**config.mk**
```make
export PLATFORM = sky130hd
export DESIGN_NAME = mbus_rd_seq
export DESIGN_NICKNAME = d
export VERILOG_FILES = /design/src/rtl/mbus_rd_pkg.sv /design/src/rtl/mbus_phase_timer.sv /design/src/rtl/mbus_gap_tracker.sv /design/src/rtl/mbus_rd_fsm.sv /design/src/rtl/mbus_rd_seq.sv
export SDC_FILE = /design/constraint.sdc
export NUM_CORES = 1
export LEC_CHECK = 0
export BUFFER_PORTS_ARGS = -buffer_cell sky130_fd_sc_hd__buf_4
export CORE_ASPECT_RATIO = 1.25
export CORE_MARGIN = 2
export CORE_UTILIZATION = 50
export DETAILED_ROUTE_END_ITERATION = 10
export GPL_ROUTABILITY_DRIVEN = 0
export PLACE_DENSITY = 0.77
export REMOVE_ABC_BUFFERS = 1
export SLEW_MARGIN = 5
export SYNTH_ARGS = -nofsm -noshare
export SYNTH_HDL_FRONTEND = slang
export SYNTH_SLANG_ARGS = --single-unit
```
**constraint.sdc**
```tcl
create_clock -name clk -period 5.7 [get_ports clk]
set_input_delay 0.57 -clock clk [delete_from_list [all_inputs] [get_ports clk]]
set_output_delay 0.57 -clock clk [all_outputs]
set_load 0.1 [all_outputs]
```
**src/rtl/mbus_rd_pkg.sv**
```systemverilog
package mbus_rd_pkg;

  typedef enum logic [2:0] {
    SQ_IDLE    = 3'd0,
    SQ_ADDR    = 3'd1,
    SQ_HOLD    = 3'd2,
    SQ_WAIT    = 3'd3,
    SQ_STROBE  = 3'd4,
    SQ_RECOVER = 3'd5
  } seq_state_t;

  // Round a nanosecond figure up to whole clock cycles, never below one.
  function automatic int ns2cyc(input int ns, input int clk_ns);
    int c;
    c = (ns + clk_ns - 1) / clk_ns;
    return (c < 1) ? 1 : c;
  endfunction

  function automatic int imax(input int a, input int b);
    return (a > b) ? a : b;
  endfunction

endpackage

```
**src/rtl/mbus_phase_timer.sv**
```systemverilog
module mbus_phase_timer #(
  parameter int CW = 5
) (
  input  logic          clk,
  input  logic          rst_n,
  input  logic          load,
  input  logic [CW-1:0] load_val,
  output logic [CW-1:0] cnt,
  output logic          last
);

  logic [CW-1:0] cnt_q, cnt_d;

  always_comb begin
    cnt_d = cnt_q;
    if (load) begin
      cnt_d = load_val;
    end else if (cnt_q != '0) begin
      cnt_d = cnt_q - CW'(1);
    end
  end

  always_ff @(posedge clk or negedge rst_n) begin
    if (!rst_n) begin
      cnt_q <= '0;
    end else begin
      cnt_q <= cnt_d;
    end
  end

  assign cnt  = cnt_q;
  assign last = (cnt_q == CW'(1));

endmodule

```
**src/rtl/mbus_gap_tracker.sv**
```systemverilog
module mbus_gap_tracker #(
  parameter int N_CYC_F = 25,
  parameter int N_CYC_S = 50,
  parameter int N_PTR_F = 32,
  parameter int N_PTR_S = 63,
  parameter int N_DSH   = 5
) (
  input  logic clk,
  input  logic rst_n,
  input  logic ds_n,
  input  logic slow_arb,
  input  logic cur_ptr,
  input  logic cur_data,
  output logic gap_ok
);
  import mbus_rd_pkg::*;

  localparam int GMAX = imax(imax(N_CYC_S, N_PTR_S), imax(imax(N_CYC_F, N_PTR_F), N_DSH));
  localparam int GW   = $clog2(GMAX + 1);
  localparam logic [GW-1:0] SAT     = GW'(GMAX);
  localparam logic [GW-1:0] TH_CYCF = GW'(N_CYC_F - 1);
  localparam logic [GW-1:0] TH_CYCS = GW'(N_CYC_S - 1);
  localparam logic [GW-1:0] TH_PTRF = GW'(N_PTR_F - 1);
  localparam logic [GW-1:0] TH_PTRS = GW'(N_PTR_S - 1);
  localparam logic [GW-1:0] TH_DSH  = GW'(N_DSH - 1);

  logic          prev_ds_q;
  logic [GW-1:0] since_fall_q, since_fall_d;
  logic [GW-1:0] since_rise_q, since_rise_d;
  logic          last_data_q, last_data_d;
  logic          fell, rose;
  logic [GW-1:0] th_cyc, th_ptr;
  logic          cyc_ok, high_ok, ptr_ok;

  assign fell = !ds_n && prev_ds_q;
  assign rose = ds_n && !prev_ds_q;

  always_comb begin
    since_fall_d = since_fall_q;
    since_rise_d = since_rise_q;
    last_data_d  = last_data_q;
    if (fell) begin
      since_fall_d = GW'(1);
      last_data_d  = cur_data;
    end else if (since_fall_q != SAT) begin
      since_fall_d = since_fall_q + GW'(1);
    end
    if (rose) begin
      since_rise_d = GW'(1);
    end else if (since_rise_q != SAT) begin
      since_rise_d = since_rise_q + GW'(1);
    end
  end

  always_ff @(posedge clk or negedge rst_n) begin
    if (!rst_n) begin
      prev_ds_q    <= 1'b1;
      since_fall_q <= SAT;
      since_rise_q <= SAT;
      last_data_q  <= 1'b0;
    end else begin
      prev_ds_q    <= ds_n;
      since_fall_q <= since_fall_d;
      since_rise_q <= since_rise_d;
      last_data_q  <= last_data_d;
    end
  end

  // The decision is made one cycle before the strobe would fall, hence N-1.
  assign th_cyc  = slow_arb ? TH_CYCS : TH_CYCF;
  assign th_ptr  = slow_arb ? TH_PTRS : TH_PTRF;
  assign cyc_ok  = since_fall_q >= th_cyc;
  assign high_ok = since_rise_q >= TH_DSH;
  assign ptr_ok  = !(cur_ptr && last_data_q) || (since_rise_q >= th_ptr);
  assign gap_ok  = cyc_ok && high_ok && ptr_ok;

endmodule

```
**src/rtl/mbus_rd_fsm.sv**
```systemverilog
module mbus_rd_fsm #(
  parameter int AW      = 3,
  parameter int CW      = 5,
  parameter int N_ADDR  = 5,
  parameter int N_AFTER = 4,
  parameter int N_OE    = 3,
  parameter int N_DSL   = 15,
  parameter int N_REC   = 3
) (
  input  logic          clk,
  input  logic          rst_n,
  input  logic          req_valid,
  input  logic [AW-1:0] req_addr,
  output logic          req_ready,
  input  logic          gap_ok,
  input  logic          tmr_last,
  input  logic [CW-1:0] tmr_cnt,
  output logic          tmr_load,
  output logic [CW-1:0] tmr_val,
  output logic [AW-1:0] addr,
  output logic          ale,
  output logic          cs_n,
  output logic          ds_n,
  output logic          dir,
  output logic          oe,
  output logic          cap_en
);
  import mbus_rd_pkg::*;

  localparam logic [CW-1:0] OE_OFF = CW'(N_AFTER - N_OE);

  seq_state_t    state_q, state_d;
  logic [AW-1:0] addr_q, addr_d;
  logic          accept;

  assign accept = (state_q == SQ_IDLE) && req_valid;

  always_comb begin
    state_d  = state_q;
    tmr_load = 1'b0;
    tmr_val  = '0;
    case (state_q)
      SQ_IDLE: begin
        if (req_valid) begin
          state_d  = SQ_ADDR;
          tmr_load = 1'b1;
          tmr_val  = CW'(N_ADDR);
        end
      end
      SQ_ADDR: begin
        if (tmr_last) begin
          state_d  = SQ_HOLD;
          tmr_load = 1'b1;
          tmr_val  = CW'(N_AFTER);
        end
      end
      SQ_HOLD: begin
        if (tmr_last) begin
          if (gap_ok) begin
            state_d  = SQ_STROBE;
            tmr_load = 1'b1;
            tmr_val  = CW'(N_DSL);
          end else begin
            state_d = SQ_WAIT;
          end
        end
      end
      SQ_WAIT: begin
        if (gap_ok) begin
          state_d  = SQ_STROBE;
          tmr_load = 1'b1;
          tmr_val  = CW'(N_DSL);
        end
      end
      SQ_STROBE: begin
        if (tmr_last) begin
          state_d  = SQ_RECOVER;
          tmr_load = 1'b1;
          tmr_val  = CW'(N_REC);
        end
      end
      SQ_RECOVER: begin
        if (tmr_last) begin
          state_d = SQ_IDLE;
        end
      end
      default: state_d = SQ_IDLE;
    endcase
  end

  always_comb begin
    addr_d = addr_q;
    if (accept) begin
      addr_d = req_addr;
    end
  end

  always_ff @(posedge clk or negedge rst_n) begin
    if (!rst_n) begin
      state_q <= SQ_IDLE;
      addr_q  <= '0;
    end else begin
      state_q <= state_d;
      addr_q  <= addr_d;
    end
  end

  assign req_ready = (state_q == SQ_IDLE);
  assign addr      = addr_q;
  assign ale       = (state_q == SQ_ADDR);
  assign cs_n      = (state_q == SQ_IDLE);
  assign ds_n      = (state_q != SQ_STROBE);
  assign dir       = (state_q != SQ_IDLE);
  assign oe        = (state_q == SQ_ADDR) || ((state_q == SQ_HOLD) && (tmr_cnt > OE_OFF));
  assign cap_en    = (state_q == SQ_STROBE) && tmr_last;

endmodule

```
**src/rtl/mbus_rd_seq.sv**
```systemverilog
module mbus_rd_seq #(
  parameter int AW          = 3,
  parameter int DW          = 16,
  parameter int CLK_NS      = 4,
  parameter int OPR_NS      = 25,
  parameter int T_ADDR_SU   = 20,
  parameter int T_ADDR_HD   = 10,
  parameter int T_SEL_SU    = 10,
  parameter int T_ALE_HI    = 20,
  parameter int T_ALE_TO_DS = 15,
  parameter int T_DS_LO     = 60,
  parameter int T_DATA_VLD  = 40,
  parameter int T_DS_HI     = 20,
  parameter int T_DIR_SU    = 10,
  parameter int T_DIR_HD    = 10,
  parameter int ARB_CYC_MUL = 4,
  parameter int PTR_GAP_MUL = 5,
  parameter int DATA_REG    = 4,
  parameter int PTR_REG_A   = 2,
  parameter int PTR_REG_B   = 3
) (
  input  logic          clk,
  input  logic          rst_n,
  input  logic          slow_arb,
  input  logic          req_valid,
  output logic          req_ready,
  input  logic [AW-1:0] req_addr,
  output logic          rsp_valid,
  output logic [DW-1:0] rsp_data,
  output logic [DW-1:0] bus_ad_o,
  output logic          bus_ad_oe,
  input  logic [DW-1:0] bus_ad_i,
  output logic          bus_ale,
  output logic          bus_cs_n,
  output logic          bus_ds_n,
  output logic          bus_dir
);
  import mbus_rd_pkg::*;

  localparam int N_ADDR  = imax(imax(ns2cyc(T_ADDR_SU, CLK_NS), ns2cyc(T_ALE_HI, CLK_NS)),
                                ns2cyc(T_SEL_SU, CLK_NS));
  localparam int N_OE    = ns2cyc(T_ADDR_HD, CLK_NS);
  localparam int N_DIRX  = imax(ns2cyc(T_DIR_SU, CLK_NS) - N_ADDR, 1);
  localparam int N_AFTER = imax(imax(N_OE, ns2cyc(T_ALE_TO_DS, CLK_NS)), N_DIRX);
  localparam int N_DSL   = imax(ns2cyc(T_DS_LO, CLK_NS), ns2cyc(T_DATA_VLD, CLK_NS));
  localparam int N_REC   = ns2cyc(T_DIR_HD, CLK_NS);
  localparam int N_DSH   = ns2cyc(T_DS_HI, CLK_NS);
  localparam int N_CYC_F = ns2cyc(ARB_CYC_MUL * OPR_NS, CLK_NS);
  localparam int N_CYC_S = ns2cyc(2 * ARB_CYC_MUL * OPR_NS, CLK_NS);
  localparam int N_PTR_F = ns2cyc(PTR_GAP_MUL * OPR_NS, CLK_NS);
  localparam int N_PTR_S = ns2cyc(2 * PTR_GAP_MUL * OPR_NS, CLK_NS);
  localparam int NMAX    = imax(imax(N_ADDR, N_AFTER), imax(N_DSL, N_REC));
  localparam int CW      = $clog2(NMAX + 1);

  logic          tmr_load, tmr_last, gap_ok, cap_en, oe;
  logic [CW-1:0] tmr_val, tmr_cnt;
  logic [AW-1:0] addr_q;
  logic          cur_ptr, cur_data;
  logic [DW-1:0] rdata_q, rdata_d;
  logic          rvld_q;

  mbus_rd_fsm #(
    .AW(AW), .CW(CW), .N_ADDR(N_ADDR), .N_AFTER(N_AFTER),
    .N_OE(N_OE), .N_DSL(N_DSL), .N_REC(N_REC)
  ) u_fsm (
    .clk       (clk),
    .rst_n     (rst_n),
    .req_valid (req_valid),
    .req_addr  (req_addr),
    .req_ready (req_ready),
    .gap_ok    (gap_ok),
    .tmr_last  (tmr_last),
    .tmr_cnt   (tmr_cnt),
    .tmr_load  (tmr_load),
    .tmr_val   (tmr_val),
    .addr      (addr_q),
    .ale       (bus_ale),
    .cs_n      (bus_cs_n),
    .ds_n      (bus_ds_n),
    .dir       (bus_dir),
    .oe        (oe),
    .cap_en    (cap_en)
  );

  mbus_phase_timer #(.CW(CW)) u_tmr (
    .clk      (clk),
    .rst_n    (rst_n),
    .load     (tmr_load),
    .load_val (tmr_val),
    .cnt      (tmr_cnt),
    .last     (tmr_last)
  );

  assign cur_ptr  = (addr_q == AW'(PTR_REG_A)) || (addr_q == AW'(PTR_REG_B));
  assign cur_data = (addr_q == AW'(DATA_REG));

  mbus_gap_tracker #(
    .N_CYC_F(N_CYC_F), .N_CYC_S(N_CYC_S), .N_PTR_F(N_PTR_F),
    .N_PTR_S(N_PTR_S), .N_DSH(N_DSH)
  ) u_gap (
    .clk      (clk),
    .rst_n    (rst_n),
    .ds_n     (bus_ds_n),
    .slow_arb (slow_arb),
    .cur_ptr  (cur_ptr),
    .cur_data (cur_data),
    .gap_ok   (gap_ok)
  );

  always_comb begin
    rdata_d = rdata_q;
    if (cap_en) begin
      rdata_d = bus_ad_i;
    end
  end

  always_ff @(posedge clk or negedge rst_n) begin
    if (!rst_n) begin
      rdata_q <= '0;
      rvld_q  <= 1'b0;
    end else begin
      rdata_q <= rdata_d;
      rvld_q  <= cap_en;
    end
  end

  assign rsp_valid = rvld_q;
  assign rsp_data  = rdata_q;
  assign bus_ad_oe = oe;
  assign bus_ad_o  = oe ? DW'(addr_q) : '0;

endmodule

```
==> results.sh, run 1 <==
export IMPL_cp_end_kind="output pin"
export IMPL_initial_utilization=0.5211
export IMPL_post_cts_setup_buffers=0
export IMPL_report_final_setup_viol=0
export IMPL_status="complete, no violations"
export IMPL_core_area_um2=4425
export IMPL_dieArea_um2=5174
export IMPL_synthFlopType="dfrtp_1"
export IMPL_cp_data_arrival_time_ns=2.05
export IMPL_fp_dieW_um=64.74
export IMPL_yosysTopAreaCellShare=0.3039
export IMPL_io_buffer_count=48
export IMPL_synth_edf_count=0
export IMPL_drive_above_1_share=0.3876
export IMPL_syn_area_um2=2306
export IMPL_fmax_mhz=381.8
export IMPL_cts_sinks=41
export IMPL_final_common_cell="buf_4"
export IMPL_start_kind="register"
export IMPL_fin_setup_tns_ns=0
export IMPL_yosysSeqAreaShare=0.4520
export IMPL_via_count=1713
export IMPL_area_delta_synth_final_pct=18.67
export IMPL_tightest_slew_ns=0.5037
export IMPL_htree_levels=2
export IMPL_period_share=0.4595
export IMPL_regToRegSetupSlack_ns=3.56
export IMPL_layout_setup_ws_ns=3.081
export IMPL_grt_max_degree=42
export IMPL_hold_viol_final=0
export IMPL_pre_cts_slack_ns=3.432
export IMPL_finClkSkew_ns=0.01042
export IMPL_ys_ff_latch=41
export IMPL_wl_um=4400
export IMPL_crit_type="reg -> out"
export IMPL_layout_nets=291
export IMPL_rsz0062_at_grt="false"
export IMPL_insertion_delay_ns=0.30
export IMPL_fp_dieH_um=79.93
export IMPL_drc_errors=0
export IMPL_grtUsageTotal=0.1876
export IMPL_cts_clk_slew_worst_paths_ns=0.09
export IMPL_drt_wirelength_per_cell_um=13.92
export IMPL_max_cap_viol_count=0
export IMPL_drt_iter0_markers=106
export IMPL_overflow=0
export IMPL_drt_first_pass_iters=4
export IMPL_drv_slew=0
export IMPL_grt_pass1_wl_um=7521
export IMPL_max_slew_margin_rel=0.6642
export IMPL_cts_buffers=5
export IMPL_antenna_found_initial=0
export IMPL_min_period_ns=2.619
export IMPL_synth_area_top_cells="dfrtp_1 30%, dfstp_2 15%, mux2_2 9.8%, ha_1 6.0%, buf_4 4.6%"
export IMPL_dpl_hpwl_um=3240
export IMPL_antennaDiodeCount=0
export IMPL_post_cts_resized=0
export IMPL_grt_pass1_vias=1695
export IMPL_layout_common_cells="48 x buf_4, 28 x dfrtp_1, 20 x mux2_2"
export IMPL_synth_avg_cell_area_um2=11.03
export IMPL_synth_async_sr_flop_share=1.000
export IMPL_hp_class="in -> async"
export IMPL_rows=27
export IMPL_yosys_warnings=0
export IMPL_cts_tree="done"
export IMPL_cp_data_required_time_ns=5.13
export IMPL_postSynthCellCount=209
export IMPL_cts_path_max_buffers=2
export IMPL_routed_via_density=5.421
export IMPL_critPathMaxFanout=4
export IMPL_yosys_area_top_type="dfrtp_1"
export IMPL_cts_root_buf="clkbuf_8"
export IMPL_ios=62
export IMPL_ant_nets=0
export IMPL_ys_types=49
export IMPL_cts_hold_buf=0
-- stage by stage --
stage	hold WS [ns]	instances	instance area, um2	utilization
floorplan	0.2744	202	2217	-
global placement	0.4445	308	2650	0.5988
detailed placement	0.4528	308	2650	0.5988
CTS	0.2522	316	2736	0.6183
global route	0.2796	316	2736	0.6183
finish	0.2387	316	2736	0.6183
-- Yosys cell counts, drive strengths merged (6+ instances only) --
cell type  number
ha             11
o21ai           9
buf            17
mux2           20
nor3b           7
dfrtp          28
a31oi           8
nor3            6
inv            11
nand2          11
nor2           12
nand3           8
dfstp          13
-- layout make-up --
class                      count  area, um2
inverter                      11      41.29
clock inverter                 3      17.52
clock buffer                   5      68.82
sequential                    41       1042
multi-input combinational    150       1134
tap                           58      72.57
timing repair buffer          48      360.3
fill                         400       1689
-- kinds of logic (layout without fill, tap and decap cells) --
| kind of cell | count (synthesis) | count (layout) | share of synthesized area |
|---|---|---|---|
| AOI/OAI and AO/OA | 34 | 34 | 0.1140 |
| buffers and inverters | 30 | 67 | 0.07596 |
| other | 1 | 13 | 0.001626 |
| and+or+nand+nor | 66 | 66 | 0.1753 |
| muxes | 22 | 22 | 0.1064 |
| xor gates and xnor gates | 4 | 4 | 0.01519 |
| adders and majority gates | 11 | 11 | 0.05968 |
| DFF | 41 | 41 | 0.4520 |
-- worst max-delay path, cell delays in order, from the launching register on --
cell	delay [ns]
dfrtp_1	0.41
inv_1	0.08
ha_1	0.22
nor2_1	0.10
o311ai_0	0.12
a21oi_1	0.35
and2_1	0.19
buf_4	0.29
-- sequential cells by signal, indices dropped and copies added, names as in the netlist --
name and count:
u_gap.since_rise_q 6, rsp_valid 1, u_gap.since_fall_q 6, u_fsm.addr 3, u_gap.last_data_q 1, rsp_data 16
u_tmr.cnt 4, u_gap.prev_ds_q 1, u_fsm.state_q 3
-- per-layer routing --
metal	up-vias	routed length, um	track usage
li1	813	-	-
met1	848	1879	0.2247
met2	48	2221	0.3155
met3	4	262	0.06488
met4	0	36	0.05745
met5	-	0	0
-- final timing paths --
path / start / to / cells after the start
min: rst_n / u_fsm.state_q[1] / 1
max in group asynchronous: rst_n / u_gap.since_fall_q[1] / 1
min in group clk: u_gap.last_data_q / u_gap.last_data_q / 2
max: u_tmr.cnt[0] / bus_ad_o[0] / 7
max reg2reg: u_gap.since_fall_q[0] / u_tmr.cnt[1] / 6
min reg2reg: u_gap.last_data_q / u_gap.last_data_q / 2
Power of run 1 is not shown: default switching activity piles up to over one toggle a cycle in this logic, so the estimate is an artifact.
==> inputs of run 2 (changes only) <==
--- a/config.mk
+++ b/config.mk
@@ -5,13 +5,14 @@
 export SDC_FILE = /design/constraint.sdc
 export NUM_CORES = 1
 export LEC_CHECK = 0
+export ABC_AREA = 1
 export BUFFER_PORTS_ARGS = -buffer_cell sky130_fd_sc_hd__buf_4
 export CORE_ASPECT_RATIO = 1.25
 export CORE_MARGIN = 2
-export CORE_UTILIZATION = 50
+export CORE_UTILIZATION = 47
 export DETAILED_ROUTE_END_ITERATION = 10
 export GPL_ROUTABILITY_DRIVEN = 0
-export PLACE_DENSITY = 0.77
+export PLACE_DENSITY = 0.76
 export REMOVE_ABC_BUFFERS = 1
 export SLEW_MARGIN = 5
 export SYNTH_ARGS = -nofsm -noshare
==> constraint.sdc (replaced) <==
create_clock -name clk -period 2.1 [get_ports clk]
set_input_delay 0.21 -clock clk [delete_from_list [all_inputs] [get_ports clk]]
set_output_delay 0.21 -clock clk [all_outputs]
set_load 0.1 [all_outputs]
==> results.sh, run 2 <==
export IMPL_status="complete, no violations"
export IMPL_ios=62
export IMPL_crit_type="reg -> out"
export IMPL_hp_class="in -> reg"
export IMPL_hold_viol_final=0
export IMPL_drv_slew=0
export IMPL_drive_above_1_share=0.2752
export IMPL_core_area_um2=4730
export IMPL_overflow=0
export IMPL_ant_nets=0
export IMPL_antennaDiodeCount=0
export IMPL_routed_via_density=4.860
export IMPL_cp_data_arrival_time_ns=1.81
export IMPL_drc_errors=0
export IMPL_yosysTopAreaCellShare=0.3055
export IMPL_via_count=1881
export IMPL_report_final_setup_viol=0
export IMPL_cp_end_kind="output pin"
export IMPL_whs_ns=0.1065
export IMPL_layout_common_cells="84 x nand2_1, 46 x buf_4, 29 x inv_1"
export IMPL_htree_levels=2
export IMPL_grt_pass1_wl_um=7714
export IMPL_largest_reg_flops=16
export IMPL_synth_async_sr_flop_share=1.000
export IMPL_synth_common_cells="84 x nand2_1, 29 x inv_1, 28 x dfrtp_1, 18 x nor2_1, 16 x buf_4"
export IMPL_regToRegSetupSlack_ns=0.29
export IMPL_fp_dieW_um=66.48
export IMPL_max_slew_margin_rel=0.6605
export IMPL_synth_most_common_cell="nand2_1"
export IMPL_multi_input_area_um2=1025
export IMPL_cts_root_buf="clkbuf_8"
export IMPL_cp_slowest_cell="dfrtp_1"
export IMPL_grt_pass1_vias=1798
export IMPL_drt_wirelength_per_cell_um=11.53
export IMPL_critical_path_top_delay_family="flip-flops"
export IMPL_post_route_util=0.5873
export IMPL_cts_tree="done"
export IMPL_synthFlopType="dfrtp_1"
export IMPL_min_from="bus_ad_i[5]"
export IMPL_ys_types=33
export IMPL_syn_area_um2=2293
export IMPL_cts_clk_slew_worst_paths_ns=0.08
export IMPL_yosys_area_top_type="dfrtp_1"
export IMPL_period_share=0.9606
export IMPL_slowest_delay_ns=0.43
export IMPL_cp_data_required_time_ns=1.89
export IMPL_io_buffer_count=48
export IMPL_layout_nets=360
export IMPL_seq_area_um2=1042
export IMPL_synth_avg_cell_area_um2=8.340
export IMPL_synth_area_top_cells="dfrtp_1 31%, dfstp_2 15%, nand2_1 14%, ha_1 6.0%, buf_4 5.2%"
export IMPL_drt_first_pass_iters=4
export IMPL_antenna_found_initial=0
export IMPL_fin_setup_tns_ns=0
export IMPL_pre_cts_slack_ns=0.2978
export IMPL_cts_path_max_buffers=2
export IMPL_fmax_mhz=495.7
export IMPL_fp_dieH_um=82.10
export IMPL_ys_ff_latch=41
export IMPL_start_kind="register"
export IMPL_insertion_delay_ns=0.29
export IMPL_rows=28
export IMPL_initial_utilization=0.4849
export IMPL_layout_setup_ws_ns=0.08276
export IMPL_dieArea_um2=5458
export IMPL_area_delta_synth_final_pct=21.11
export IMPL_finClkSkew_ns=0.005427
export IMPL_wl_um=4464
export IMPL_synth_edf_count=0
export IMPL_dpl_hpwl_um=3377
export IMPL_max_cap_viol_count=0
export IMPL_drt_iter0_markers=71
export IMPL_yosysSeqAreaShare=0.4544
export IMPL_rsz0062_at_grt="true"
export IMPL_final_common_cell="nand2_1"
export IMPL_cts_buffers=5
export IMPL_grtUsageTotal=0.1807
export IMPL_fill_cells=420
export IMPL_grt_max_degree=42
export IMPL_critPathMaxFanout=5
export IMPL_cts_sinks=41
export IMPL_postSynthCellCount=275
export IMPL_r2r_start="u_gap.since_fall_q[0]"
export IMPL_critPathBufInv=3
export IMPL_path_cells="inv_1, ha_1, o21ai_0, nand2_1, nand2_1, inv_1, nor2_1, buf_6"
export IMPL_min_period_ns=2.017
export IMPL_yosys_warnings=0
export IMPL_critPathLaunch="u_tmr.cnt[0]"
export IMPL_tightest_slew_ns=0.5092
-- run 2: changes by cell type after synthesis, moves of 4 or more --
| cell | delta |
|---|---|
| and2_1 | -4 |
| inv_1 | +18 |
| mux2_2 | -20 |
| nand2_1 | +74 |
| nor3b_1 | -5 |
| nor3_1 | -4 |
| o21ai_0 | +7 |
| a21oi_1 | +7 |
| nor2_1 | +6 |
| nand2b_1 | -4 |
| inv_2 | +6 |
-- run 2: layout make-up --
cell class,count,area share
tap,60,0.02703
sequential,41,0.3752
clock buffer,5,0.02477
timing repair buffer,50,0.1401
clock inverter,3,0.01667
multi-input combinational,193,0.3689
inverter,35,0.04730
-- run 2: stage by stage --
stage / instances / instance area, um2
floorplan: 269 / 2196
global placement: 378 / 2639
detailed placement: 378 / 2639
CTS: 387 / 2764
global route: 387 / 2778
finish: 387 / 2778
-- run 2: final timing paths --
| kind | endpoint | depth (start not counted) |
|---|---|---|
| setup / recovery | bus_ad_o[2] | 8 |
| hold / removal | rsp_data[5] | 3 |
| setup reg to reg | u_fsm.state_q[2] | 11 |
| hold reg to reg | u_gap.last_data_q | 1 |
| max in group asynchronous | u_gap.since_rise_q[4] | 2 |
| min in group asynchronous | rsp_data[7] | 2 |
-- run 2: repair_timing --
item	CTS	global route
hold buffers	1	0
buffers inserted	0	0
endpoints found under the hold margin	28	0
gates resized for setup	0	4
endpoints found under the setup margin	0	3
-- run 2: kinds of logic after synthesis --
logic type / Yosys count / synth area share
AO/OA/AOI/OAI: 39 / 0.1020
XOR/XNOR: 3 / 0.01146
adder cells (fa/ha/maj): 11 / 0.06001
buffers and inverters: 53 / 0.1195
flip-flops: 41 / 0.4544
other: 1 / 0.001635
AND/OR/NAND/NOR: 127 / 0.2509
-- run 2: tightest hold or removal path, stage by stage --
cell	delay, ns
buf_4	0.07
nand2_1	0.04
nand2_1	0.05
-- run 2: metal layers --
layer  share of wire  GRT usage
met3           0.055    0.04878
met4          0.0058    0.03878
met5               0          0
met2            0.50     0.3050
met1            0.44     0.2333
Power of run 2 is left out for the same reason.
==> inputs of run 3 (changes only) <==
--- a/config.mk
+++ b/config.mk
@@ -7,7 +7,6 @@
 export LEC_CHECK = 0
 export ABC_AREA = 1
 export BUFFER_PORTS_ARGS = -buffer_cell sky130_fd_sc_hd__buf_4
-export CORE_ASPECT_RATIO = 1.25
 export CORE_MARGIN = 2
 export CORE_UTILIZATION = 47
 export DETAILED_ROUTE_END_ITERATION = 10
==> results.sh, run 3 (synthesis gave the netlist of run 2 again) <==
export IMPL_cp_data_required_time_ns=1.89
export IMPL_pre_cts_slack_ns=0.3019
export IMPL_final_common_cell="nand2_1"
export IMPL_crit_type="reg -> out"
export IMPL_layout_setup_ws_ns=0.1187
export IMPL_largest_reg_flops=16
export IMPL_place_inst=385
export IMPL_ios=62
export IMPL_cts_path_max_buffers=2
export IMPL_drt_first_pass_iters=5
export IMPL_cts_sinks=41
export IMPL_period_share=0.9435
export IMPL_cts_clk_slew_worst_paths_ns=0.09
export IMPL_critPathMaxFanout=5
export IMPL_hp_class="in -> reg"
export IMPL_insertion_delay_ns=0.30
export IMPL_grt_pass1_wl_um=8038
export IMPL_grt_max_degree=42
export IMPL_cts_root_buf="clkbuf_8"
export IMPL_finClkSkew_ns=0.007830
export IMPL_routed_via_density=4.808
export IMPL_min_period_ns=1.981
export IMPL_grtUsageTotal=0.1896
export IMPL_drt_wirelength_per_cell_um=11.43
export IMPL_start_kind="register"
export IMPL_fp_dieH_um=73.86
export IMPL_report_final_setup_viol=0
export IMPL_wl_um=4516
export IMPL_cp_data_arrival_time_ns=1.77
export IMPL_area_delta_synth_final_pct=21.82
export IMPL_via_count=1899
export IMPL_dr_wl_met3_um=304
export IMPL_layout_nets=361
export IMPL_dieArea_um2=5455
export IMPL_fp_dieW_um=73.86
export IMPL_cts_buffers=5
export IMPL_overflow=0
export IMPL_dpl_hpwl_um=3425
export IMPL_max_cap_viol_count=0
export IMPL_htree_levels=2
export IMPL_ant_nets=0
export IMPL_initial_utilization=0.4856
export IMPL_wl_met1_um=1968
export IMPL_rsz0062_at_grt="false"
export IMPL_io_buffer_count=48
export IMPL_hold_viol_final=0
export IMPL_fin_cells=395
export IMPL_drv_slew=0
export IMPL_fmax_mhz=504.7
export IMPL_cts_tree="done"
export IMPL_drt_iter0_markers=102
export IMPL_layout_common_cells="84 x nand2_1, 47 x buf_4, 29 x inv_1"
export IMPL_antenna_found_initial=0
export IMPL_max_slew_margin_rel=0.6607
export IMPL_tightest_slew_ns=0.5089
export IMPL_dr_wl_met2_um=2200
export IMPL_core_area_um2=4723
export IMPL_antennaDiodeCount=0
export IMPL_highest_layer="met4"
export IMPL_drive_above_1_share=0.2774
export IMPL_cp_end_kind="output pin"
export IMPL_drc_errors=0
export IMPL_rows=25
export IMPL_status="complete, no violations"
export IMPL_grt_pass1_vias=1830
## run 3: final timing paths
check                                            from                     to  slack [ns]  depth (start not counted)
worst max-delay path                     u_tmr.cnt[0]            bus_ad_o[2]        0.12                          8
worst min-delay path                      bus_ad_i[9]            rsp_data[9]        0.10                          3
worst max register to register  u_gap.since_fall_q[0]       u_fsm.state_q[0]        0.28                         11
worst min register to register          u_fsm.addr[1]      u_gap.last_data_q        0.46                          1
max in group asynchronous                       rst_n  u_gap.since_rise_q[0]        1.30                          2
min in group asynchronous                       rst_n            rsp_data[8]        0.43                          2
## run 3: through the flow
stage,instance area [um2],util,TNS (ns),hold WS [ns]
6_report,2794,0.5915,0,0.1049
5_1_grt,2794,0.5915,0,0.1164
4_1_cts,2773,0.5870,0,0.1010
3_5_place_dp,2648,0.5605,0,0.2253
3_3_place_gp,2648,0.5605,0,0.2213
2_1_floorplan,2196,-,-6.929,-0.08559
## run 3: worst max-delay path: stages (launching register included)
cell and delay [ns]:
dfrtp_1 0.43, inv_1 0.09, ha_1 0.23, o21ai_1 0.14
nand2_1 0.06, nand2_1 0.08, inv_1 0.07, nor2_1 0.13
buf_6 0.24
## run 3: timing repair
| item | CTS | global route |
|---|---|---|
| setup buffers | 0 | 1 |
| endpoints found under the hold margin | 28 | 0 |
| endpoints found under the setup margin | 0 | 3 |
| gates resized for setup | 0 | 5 |
| hold buffers | 1 | 0 |
## run 3: cell type report
type	count	area, um2
Clock buffer	5	68.82
Clock inverter	3	46.29
Fill cell	432	1929
Inverter	35	131.4
Multi-Input combinational cell	193	1025
Sequential cell	41	1042
Tap cell	67	83.83
Timing Repair Buffer	51	396.6
## run 3: per-layer routing
layer  track usage  vias up
met1        0.2333      891
met2        0.3214       52
met5             0        -
li1              -      950
met4       0.04848        0
met3       0.06036        6
Power of run 3 is left out for the same reason.
